[src/rtl/busFrameTx_pkg.sv]
package busFrameTx_pkg;
  localparam int ID_W     = 11;
  localparam int DLC_W    = 4;
  localparam int CRC_W    = 16;
  localparam int SOF_POS  = 0;
  localparam int ID_FIRST = 1;
  localparam int RTR_POS  = ID_W + 1;
  localparam int IDE_POS  = ID_W + 2;
  localparam int RSV_POS  = ID_W + 3;
  localparam int DLC_POS  = ID_W + 4;
  localparam int DATA_POS = DLC_POS + DLC_W;
  localparam int ACK_LEN  = 2;
  localparam int EOF_LEN  = 7;
  localparam int TAIL_LEN = CRC_W + ACK_LEN + EOF_LEN;

  typedef enum logic [1:0] {ST_IDLE, ST_GAP, ST_SEND} txState_e;

  typedef struct packed {
    logic load;
    logic crcClear;
    logic crcStep;
    logic crcShift;
  } pathCtl_t;
endpackage

[src/rtl/busFrameTxPath.sv]
module busFrameTxPath
  import busFrameTx_pkg::*;
#(
  parameter int MAX_BYTES = 8,
  parameter logic [CRC_W-1:0] CRC_POLY = 16'h1021,
  parameter int IDX_W = 7,
  localparam int DATA_W = MAX_BYTES * 8
) (
  input  logic              clk,
  input  logic              rstN,
  input  pathCtl_t          ctl,
  input  logic [ID_W-1:0]   idIn,
  input  logic              rtrIn,
  input  logic [DLC_W-1:0]  dlcIn,
  input  logic [DATA_W-1:0] dataIn,
  input  logic [IDX_W-1:0]  bitIdx,
  output logic              curBit,
  output logic [IDX_W-1:0]  crcStartIdx,
  output logic [IDX_W-1:0]  ackIdx,
  output logic [IDX_W-1:0]  lastIdx
);
  logic [ID_W-1:0]   idReg;
  logic              rtrReg;
  logic [DLC_W-1:0]  dlcReg;
  logic [DATA_W-1:0] dataReg;
  logic [CRC_W-1:0]  crcReg;

  int nBytes;
  always_comb begin
    if (rtrReg) nBytes = 0;
    else if (int'(dlcReg) > MAX_BYTES) nBytes = MAX_BYTES;
    else nBytes = int'(dlcReg);
    crcStartIdx = IDX_W'(DATA_POS + 8 * nBytes);
    ackIdx      = IDX_W'(DATA_POS + 8 * nBytes + CRC_W);
    lastIdx     = IDX_W'(DATA_POS + 8 * nBytes + TAIL_LEN - 1);
  end

  // bit selector for the frame position held by the control
  logic [ID_W-1:0]   idSh;
  logic [DLC_W-1:0]  dlcSh;
  logic [DATA_W-1:0] dataSh;
  int pos;
  int cStart;
  always_comb begin
    pos    = int'(bitIdx);
    cStart = int'(crcStartIdx);
    idSh   = '0;
    dlcSh  = '0;
    dataSh = '0;
    curBit = 1'b1;
    if (pos == SOF_POS) begin
      curBit = 1'b0;
    end else if (pos < RTR_POS) begin
      idSh   = idReg << (pos - ID_FIRST);
      curBit = idSh[ID_W-1];
    end else if (pos == RTR_POS) begin
      curBit = rtrReg;
    end else if (pos == IDE_POS) begin
      curBit = 1'b0;
    end else if (pos == RSV_POS) begin
      curBit = 1'b1;
    end else if (pos < DATA_POS) begin
      dlcSh  = dlcReg << (pos - DLC_POS);
      curBit = dlcSh[DLC_W-1];
    end else if (pos < cStart) begin
      dataSh = dataReg << (pos - DATA_POS);
      curBit = dataSh[DATA_W-1];
    end else if (pos < cStart + CRC_W) begin
      curBit = crcReg[CRC_W-1];
    end
  end

  always_ff @(posedge clk) begin
    if (!rstN) begin
      idReg   <= '0;
      rtrReg  <= 1'b0;
      dlcReg  <= '0;
      dataReg <= '0;
    end else if (ctl.load) begin
      idReg   <= idIn;
      rtrReg  <= rtrIn;
      dlcReg  <= dlcIn;
      dataReg <= dataIn;
    end
  end

  logic feedBack;
  assign feedBack = curBit ^ crcReg[CRC_W-1];

  always_ff @(posedge clk) begin
    if (!rstN || ctl.crcClear) begin
      crcReg <= '0;
    end else if (ctl.crcStep) begin
      crcReg <= {crcReg[CRC_W-2:0], 1'b0} ^ (feedBack ? CRC_POLY : '0);
    end else if (ctl.crcShift) begin
      crcReg <= {crcReg[CRC_W-2:0], 1'b0};
    end
  end
endmodule

[src/rtl/busFrameTxCtrl.sv]
module busFrameTxCtrl
  import busFrameTx_pkg::*;
#(
  parameter int MAX_TRIES = 8,
  parameter int GAP_BITS  = 3,
  parameter int IDX_W     = 7,
  localparam int TRY_W = $clog2(MAX_TRIES + 1),
  localparam int GAP_W = $clog2(GAP_BITS + 1)
) (
  input  logic             clk,
  input  logic             rstN,
  input  logic             bitTick,
  input  logic             startReq,
  input  logic             busSense,
  input  logic             curBit,
  input  logic [IDX_W-1:0] crcStartIdx,
  input  logic [IDX_W-1:0] ackIdx,
  input  logic [IDX_W-1:0] lastIdx,
  output pathCtl_t         ctl,
  output logic [IDX_W-1:0] bitIdx,
  output logic             sending,
  output logic             busy,
  output logic             done,
  output logic             doneErr,
  output logic             lostArb,
  output logic             retry
);
  txState_e          state;
  logic [GAP_W-1:0]  gapCnt;
  logic [TRY_W-1:0]  tries;
  logic              ackSeen;

  assign sending = (state == ST_SEND);
  assign busy    = (state != ST_IDLE);

  logic inArb, arbLoss, gapDone;
  assign inArb   = (bitIdx >= IDX_W'(ID_FIRST)) && (bitIdx <= IDX_W'(RTR_POS));
  assign arbLoss = sending && inArb && curBit && !busSense;
  assign gapDone = busSense && (gapCnt == GAP_W'(GAP_BITS - 1));

  always_comb begin
    ctl = '0;
    if (bitTick) begin
      unique case (state)
        ST_IDLE: ctl.load = startReq;
        ST_GAP:  ctl.crcClear = gapDone;
        ST_SEND: begin
          ctl.crcStep  = !arbLoss && (bitIdx < crcStartIdx);
          ctl.crcShift = !arbLoss && (bitIdx >= crcStartIdx) && (bitIdx < ackIdx);
        end
        default: ;
      endcase
    end
  end

  always_ff @(posedge clk) begin
    if (!rstN) begin
      state   <= ST_IDLE;
      gapCnt  <= '0;
      tries   <= '0;
      ackSeen <= 1'b0;
      bitIdx  <= '0;
      done    <= 1'b0;
      doneErr <= 1'b0;
      lostArb <= 1'b0;
      retry   <= 1'b0;
    end else begin
      done    <= 1'b0;
      doneErr <= 1'b0;
      lostArb <= 1'b0;
      retry   <= 1'b0;
      if (bitTick) begin
        unique case (state)
          ST_IDLE: if (startReq) begin
            state  <= ST_GAP;
            gapCnt <= '0;
            tries  <= '0;
          end
          ST_GAP: begin
            if (!busSense) gapCnt <= '0;
            else if (gapDone) begin
              state   <= ST_SEND;
              bitIdx  <= '0;
              ackSeen <= 1'b0;
              gapCnt  <= '0;
            end else gapCnt <= gapCnt + 1'b1;
          end
          ST_SEND: begin
            if (arbLoss) begin
              lostArb <= 1'b1;
              state   <= ST_GAP;
              gapCnt  <= '0;
            end else begin
              if (bitIdx == ackIdx) ackSeen <= !busSense;
              if (bitIdx == lastIdx) begin
                if (ackSeen) begin
                  done  <= 1'b1;
                  state <= ST_IDLE;
                end else if (tries == TRY_W'(MAX_TRIES - 1)) begin
                  done    <= 1'b1;
                  doneErr <= 1'b1;
                  state   <= ST_IDLE;
                end else begin
                  tries  <= tries + 1'b1;
                  retry  <= 1'b1;
                  state  <= ST_GAP;
                  gapCnt <= '0;
                end
              end else begin
                bitIdx <= bitIdx + 1'b1;
              end
            end
          end
          default: state <= ST_IDLE;
        endcase
      end
    end
  end
endmodule

[src/rtl/busFrameTx.sv]
module busFrameTx
  import busFrameTx_pkg::*;
#(
  parameter int MAX_BYTES = 8,
  parameter int MAX_TRIES = 8,
  parameter int GAP_BITS  = 3,
  parameter logic [15:0] CRC_POLY = 16'h1021,
  localparam int DATA_W  = MAX_BYTES * 8,
  localparam int MAX_LEN = DATA_POS + DATA_W + TAIL_LEN,
  localparam int IDX_W   = $clog2(MAX_LEN)
) (
  input  logic              clk,
  input  logic              rstN,
  input  logic              bitTick,
  input  logic              startReq,
  input  logic [ID_W-1:0]   txId,
  input  logic              txRtr,
  input  logic [DLC_W-1:0]  txDlc,
  input  logic [DATA_W-1:0] txData,
  input  logic              busSense,
  output logic              busDrive,
  output logic              busy,
  output logic              done,
  output logic              doneErr,
  output logic              lostArb,
  output logic              retry
);
  pathCtl_t         ctl;
  logic [IDX_W-1:0] bitIdx, crcStartIdx, ackIdx, lastIdx;
  logic             curBit, sending;

  busFrameTxCtrl #(
    .MAX_TRIES(MAX_TRIES), .GAP_BITS(GAP_BITS), .IDX_W(IDX_W)
  ) u_ctrl (
    .clk(clk), .rstN(rstN), .bitTick(bitTick), .startReq(startReq),
    .busSense(busSense), .curBit(curBit), .crcStartIdx(crcStartIdx),
    .ackIdx(ackIdx), .lastIdx(lastIdx), .ctl(ctl), .bitIdx(bitIdx),
    .sending(sending), .busy(busy), .done(done), .doneErr(doneErr),
    .lostArb(lostArb), .retry(retry)
  );

  busFrameTxPath #(
    .MAX_BYTES(MAX_BYTES), .CRC_POLY(CRC_POLY), .IDX_W(IDX_W)
  ) u_path (
    .clk(clk), .rstN(rstN), .ctl(ctl), .idIn(txId), .rtrIn(txRtr),
    .dlcIn(txDlc), .dataIn(txData), .bitIdx(bitIdx), .curBit(curBit),
    .crcStartIdx(crcStartIdx), .ackIdx(ackIdx), .lastIdx(lastIdx)
  );

  assign busDrive = sending ? curBit : 1'b1;
endmodule

[config.mk]
export PLATFORM = sky130hd
export DESIGN_NAME = busFrameTx
export DESIGN_NICKNAME = d
export VERILOG_FILES = /design/src/rtl/busFrameTx_pkg.sv /design/src/rtl/busFrameTxPath.sv /design/src/rtl/busFrameTxCtrl.sv /design/src/rtl/busFrameTx.sv
export SDC_FILE = /design/constraint.sdc
export NUM_CORES = 1
export LEC_CHECK = 0
export BUFFER_PORTS_ARGS = -buffer_cell sky130_fd_sc_hd__buf_4
export CORE_MARGIN = 3
export CORE_UTILIZATION = 50
export CTS_BUF_LIST = sky130_fd_sc_hd__clkbuf_2 sky130_fd_sc_hd__clkbuf_4 sky130_fd_sc_hd__clkbuf_8
export DETAILED_ROUTE_END_ITERATION = 10
export PLACE_DENSITY = 0.71
export SLEW_MARGIN = 20
export SYNTH_ARGS = -nofsm -noshare
export SYNTH_HDL_FRONTEND = slang
export SYNTH_SLANG_ARGS = --single-unit
[constraint.sdc]
create_clock -name clk -period 11.6 [get_ports clk]
set_input_delay 2.32 -clock clk [delete_from_list [all_inputs] [get_ports clk]]
set_output_delay 2.32 -clock clk [all_outputs]
set_load 0.005 [all_outputs]
==> reports/results.tsv <==
metric	value	unit
area_growth	17.5	%
root_buffer	clkbuf_8	
clock_sinks	116	
max_slew_margin	0.389	
finClkSkew	15.2	ps
routed-via-count	4968	
fin_tns_setup	0	ps
worstSetupEndpoint	busDrive	
postSynth.asyncResetShare	0	
status	completed	
register_area	0.00232	mm2
setup_viol	0	
ant_nets	0	
synth.net_count	796	
synth_cells	694	
grt_pass1_vias	4898	
yosysWarnings	0	
cts_setup_buffers	0	
nFillCells	975	
ctsResizeCount	0	
stdcell_count	914	
antenna_found_initial	0	
syn_area_per_cell	8.74	um2
synth_top_area_share	0.383	
io_pins	91	
period_share	0.596	
cts.hold.buffers_added	0	
fmax	145	MHz
ff2ff_setup_slack	6550	ps
r2r_end	u_path.dataReg[14]	
cp.required	9280	ps
start_util	0.522	
grt_overflow	0	
ys_seq_area_frac	0.383	
viasPerCell	5.44	
final_max_slew_viol_count	0	
dieArea	0.0135	mm2
globalplace.congestion	0.887	
row_count	39	
synthTopCellsByArea	dfxtp_1 (38%), nand2_1 (11%), a21boi_1 (9.9%)	
peakVddDrop	0.0000852	V
tightestPinTransition	916	ps
synth_cell_types	67	
cts_tree	yes	
clk_latency	440	ps
hp-class	register to register	
io_buffers	90	
synth_edf_count	0	
synth.most_common_cell	nand2_1	
synth_area_leader_cell	dfxtp_1	
routed_wl	13.7	mm
drc	0	
coreArea	0.0116	mm2
dp_hpwl	9.79	mm
worstSetupStartpoint	u_ctrl.bitIdx[0]	
cts_buffers	17	
clock_path_buffers	2	
wl_per_cell	15.0	um
grtUsageTotal	0.212	
synth_common_cells	nand2_1 (182), dfxtp_1 (116), a21boi_1 (80)	
dp_cells	882	
worst_setup_path_start_kind	register	
synth-main-ff-cell	dfxtp_1	
syn-cell-area	0.00607	mm2
rr_startpoint	u_ctrl.bitIdx[0]	
crit_type	register to primary output	
drive_above_1_share	0.211	
rr_worst_depth	13	
fin_crit	6910	ps
p_per_area	125	mW/mm2
grt_pass1_wl	22.7	mm
hold_violations	0	
clk_pin_slew	70	ps
htreeDepth	4	
leakage	2.92	nW
drt_iter0_markers	356	
worst_setup_path_end_kind	primary output	
cp_max_fo	33	
grt_setup_unrepaired	false	
ys_ff_latch	116	
drt_pre_antenna_iters	6	
grt_max_degree	96	
maxCapViolations	0	
nets	860	
die_h	116	um
multi_input_area	0.00346	mm2
arrival	4590	ps
die_width	116	um
antennaDiodeCount	0	
## routing by layer
metal  vias up  part of all wire  GRT usage
met5         -                 0          0
met4         0             0.020     0.0773
met3        22             0.042     0.0560
met2       107              0.50      0.356
met1      2312              0.44      0.263
li1       2527                 -          -
## state kept, by name (all words and copies together) (netlist names)
name,flops
u_ctrl.ackSeen,1
u_ctrl.bitIdx,7
u_ctrl.done,1
u_ctrl.doneErr,1
u_ctrl.gapCnt,2
u_ctrl.lostArb,1
u_ctrl.retry,1
u_ctrl.state,2
u_ctrl.tries,4
u_path.crcReg,16
u_path.dataReg,64
u_path.dlcReg,4
u_path.idReg,11
u_path.rtrReg,1
## worst max-delay path, stage by stage (launching register included)
cell and delay, ps:
dfxtp_2 870, inv_1 290, ha_1 980, mux4_2 410, and3_1 180, a2111oi_0 490, a2111o_1 200, or3_1 100
nand3_1 120, and2_1 200, nand2b_1 150, buf_4 150
## per-stage QoR
step / hold WS [ps] / instance area (um2) / setup WS (ps) / power (mW) / utilization
2_1_floorplan: 430 / 6070 / 6330 / 0.473 / -
3_3_place_gp: 444 / 6700 / 5380 / 0.504 / 0.577
3_5_place_dp: 450 / 6700 / 5210 / 0.506 / 0.577
4_1_cts: 459 / 7120 / 4700 / 0.901 / 0.613
5_1_grt: 480 / 7120 / 4310 / 0.931 / 0.613
6_report: 455 / 7120 / 4690 / 0.894 / 0.613
## final cells by class
class | count | share of cell area
clock buffer | 21 | 0.0388
tap | 143 | 0.0251
sequential | 116 | 0.326
clock inverter | 11 | 0.0209
multi-input combinational | 519 | 0.485
inverter | 11 | 0.00580
timing repair buffer | 93 | 0.0980
## where the power goes
| part | internal, mW | leakage (nW) | switching (mW) |
|---|---|---|---|
| logic | 0.0406 | 1.77 | 0.0343 |
| clock network | 0.230 | 0.210 | 0.168 |
| registers | 0.412 | 0.943 | 0.00964 |
| total | 0.682 | 2.92 | 0.211 |
## how the worst min path moves through the flow
stage / from / end / slack, ps / depth (start not counted)
after floorplan: u_path.idReg[1] / u_path.idReg[1] / 430 / 2
after global placement: u_path.dataReg[26] / u_path.dataReg[26] / 440 / 2
after detailed placement: u_path.idReg[4] / u_path.idReg[4] / 450 / 2
after CTS: u_path.idReg[4] / u_path.idReg[4] / 460 / 2
after global routing: u_path.dataReg[11] / u_path.dataReg[11] / 480 / 2
final: u_path.idReg[4] / u_path.idReg[4] / 460 / 2
## kinds of logic (layout without fill, tap and decap cells)
group	Yosys count	after routing	share of synthesized area
AOI/OAI and AO/OA	150	150	0.181
xor gates and xnor gates	16	16	0.0285
adders and majority gates	17	17	0.0351
buffers and inverters	59	136	0.0476
DFF	116	116	0.383
muxes	40	40	0.107
and+or+nand+nor	296	296	0.217
## cells in the final DEF (no fill, tap or decap), types with 3 or more instances in the layout
| cell type | n |
|---|---|
| nand2b_1 | 4 |
| nand2_1 | 182 |
| inv_6 | 3 |
| nor3b_1 | 3 |
| a31oi_1 | 3 |
| nor4_1 | 3 |
| and3_1 | 7 |
| nor2b_1 | 6 |
| and2_1 | 7 |
| mux2i_1 | 19 |
| nor2_1 | 43 |
| inv_1 | 11 |
| a21boi_0 | 4 |
| o21ai_0 | 17 |
| nand3_1 | 15 |
| clkbuf_8 | 19 |
| o21a_1 | 4 |
| bufinv_16 | 3 |
| a21boi_1 | 80 |
| a21oi_1 | 7 |
| or3_1 | 3 |
| a21o_1 | 3 |
| a2111oi_0 | 3 |
| nor3_1 | 5 |
| dfxtp_1 | 115 |
| ha_1 | 17 |
| xnor2_1 | 8 |
| mux4_2 | 20 |
| clkinvlp_4 | 3 |
| buf_4 | 93 |
| o31ai_1 | 6 |
| xor2_1 | 6 |
Note: power is estimated with default switching activity, not from simulation.
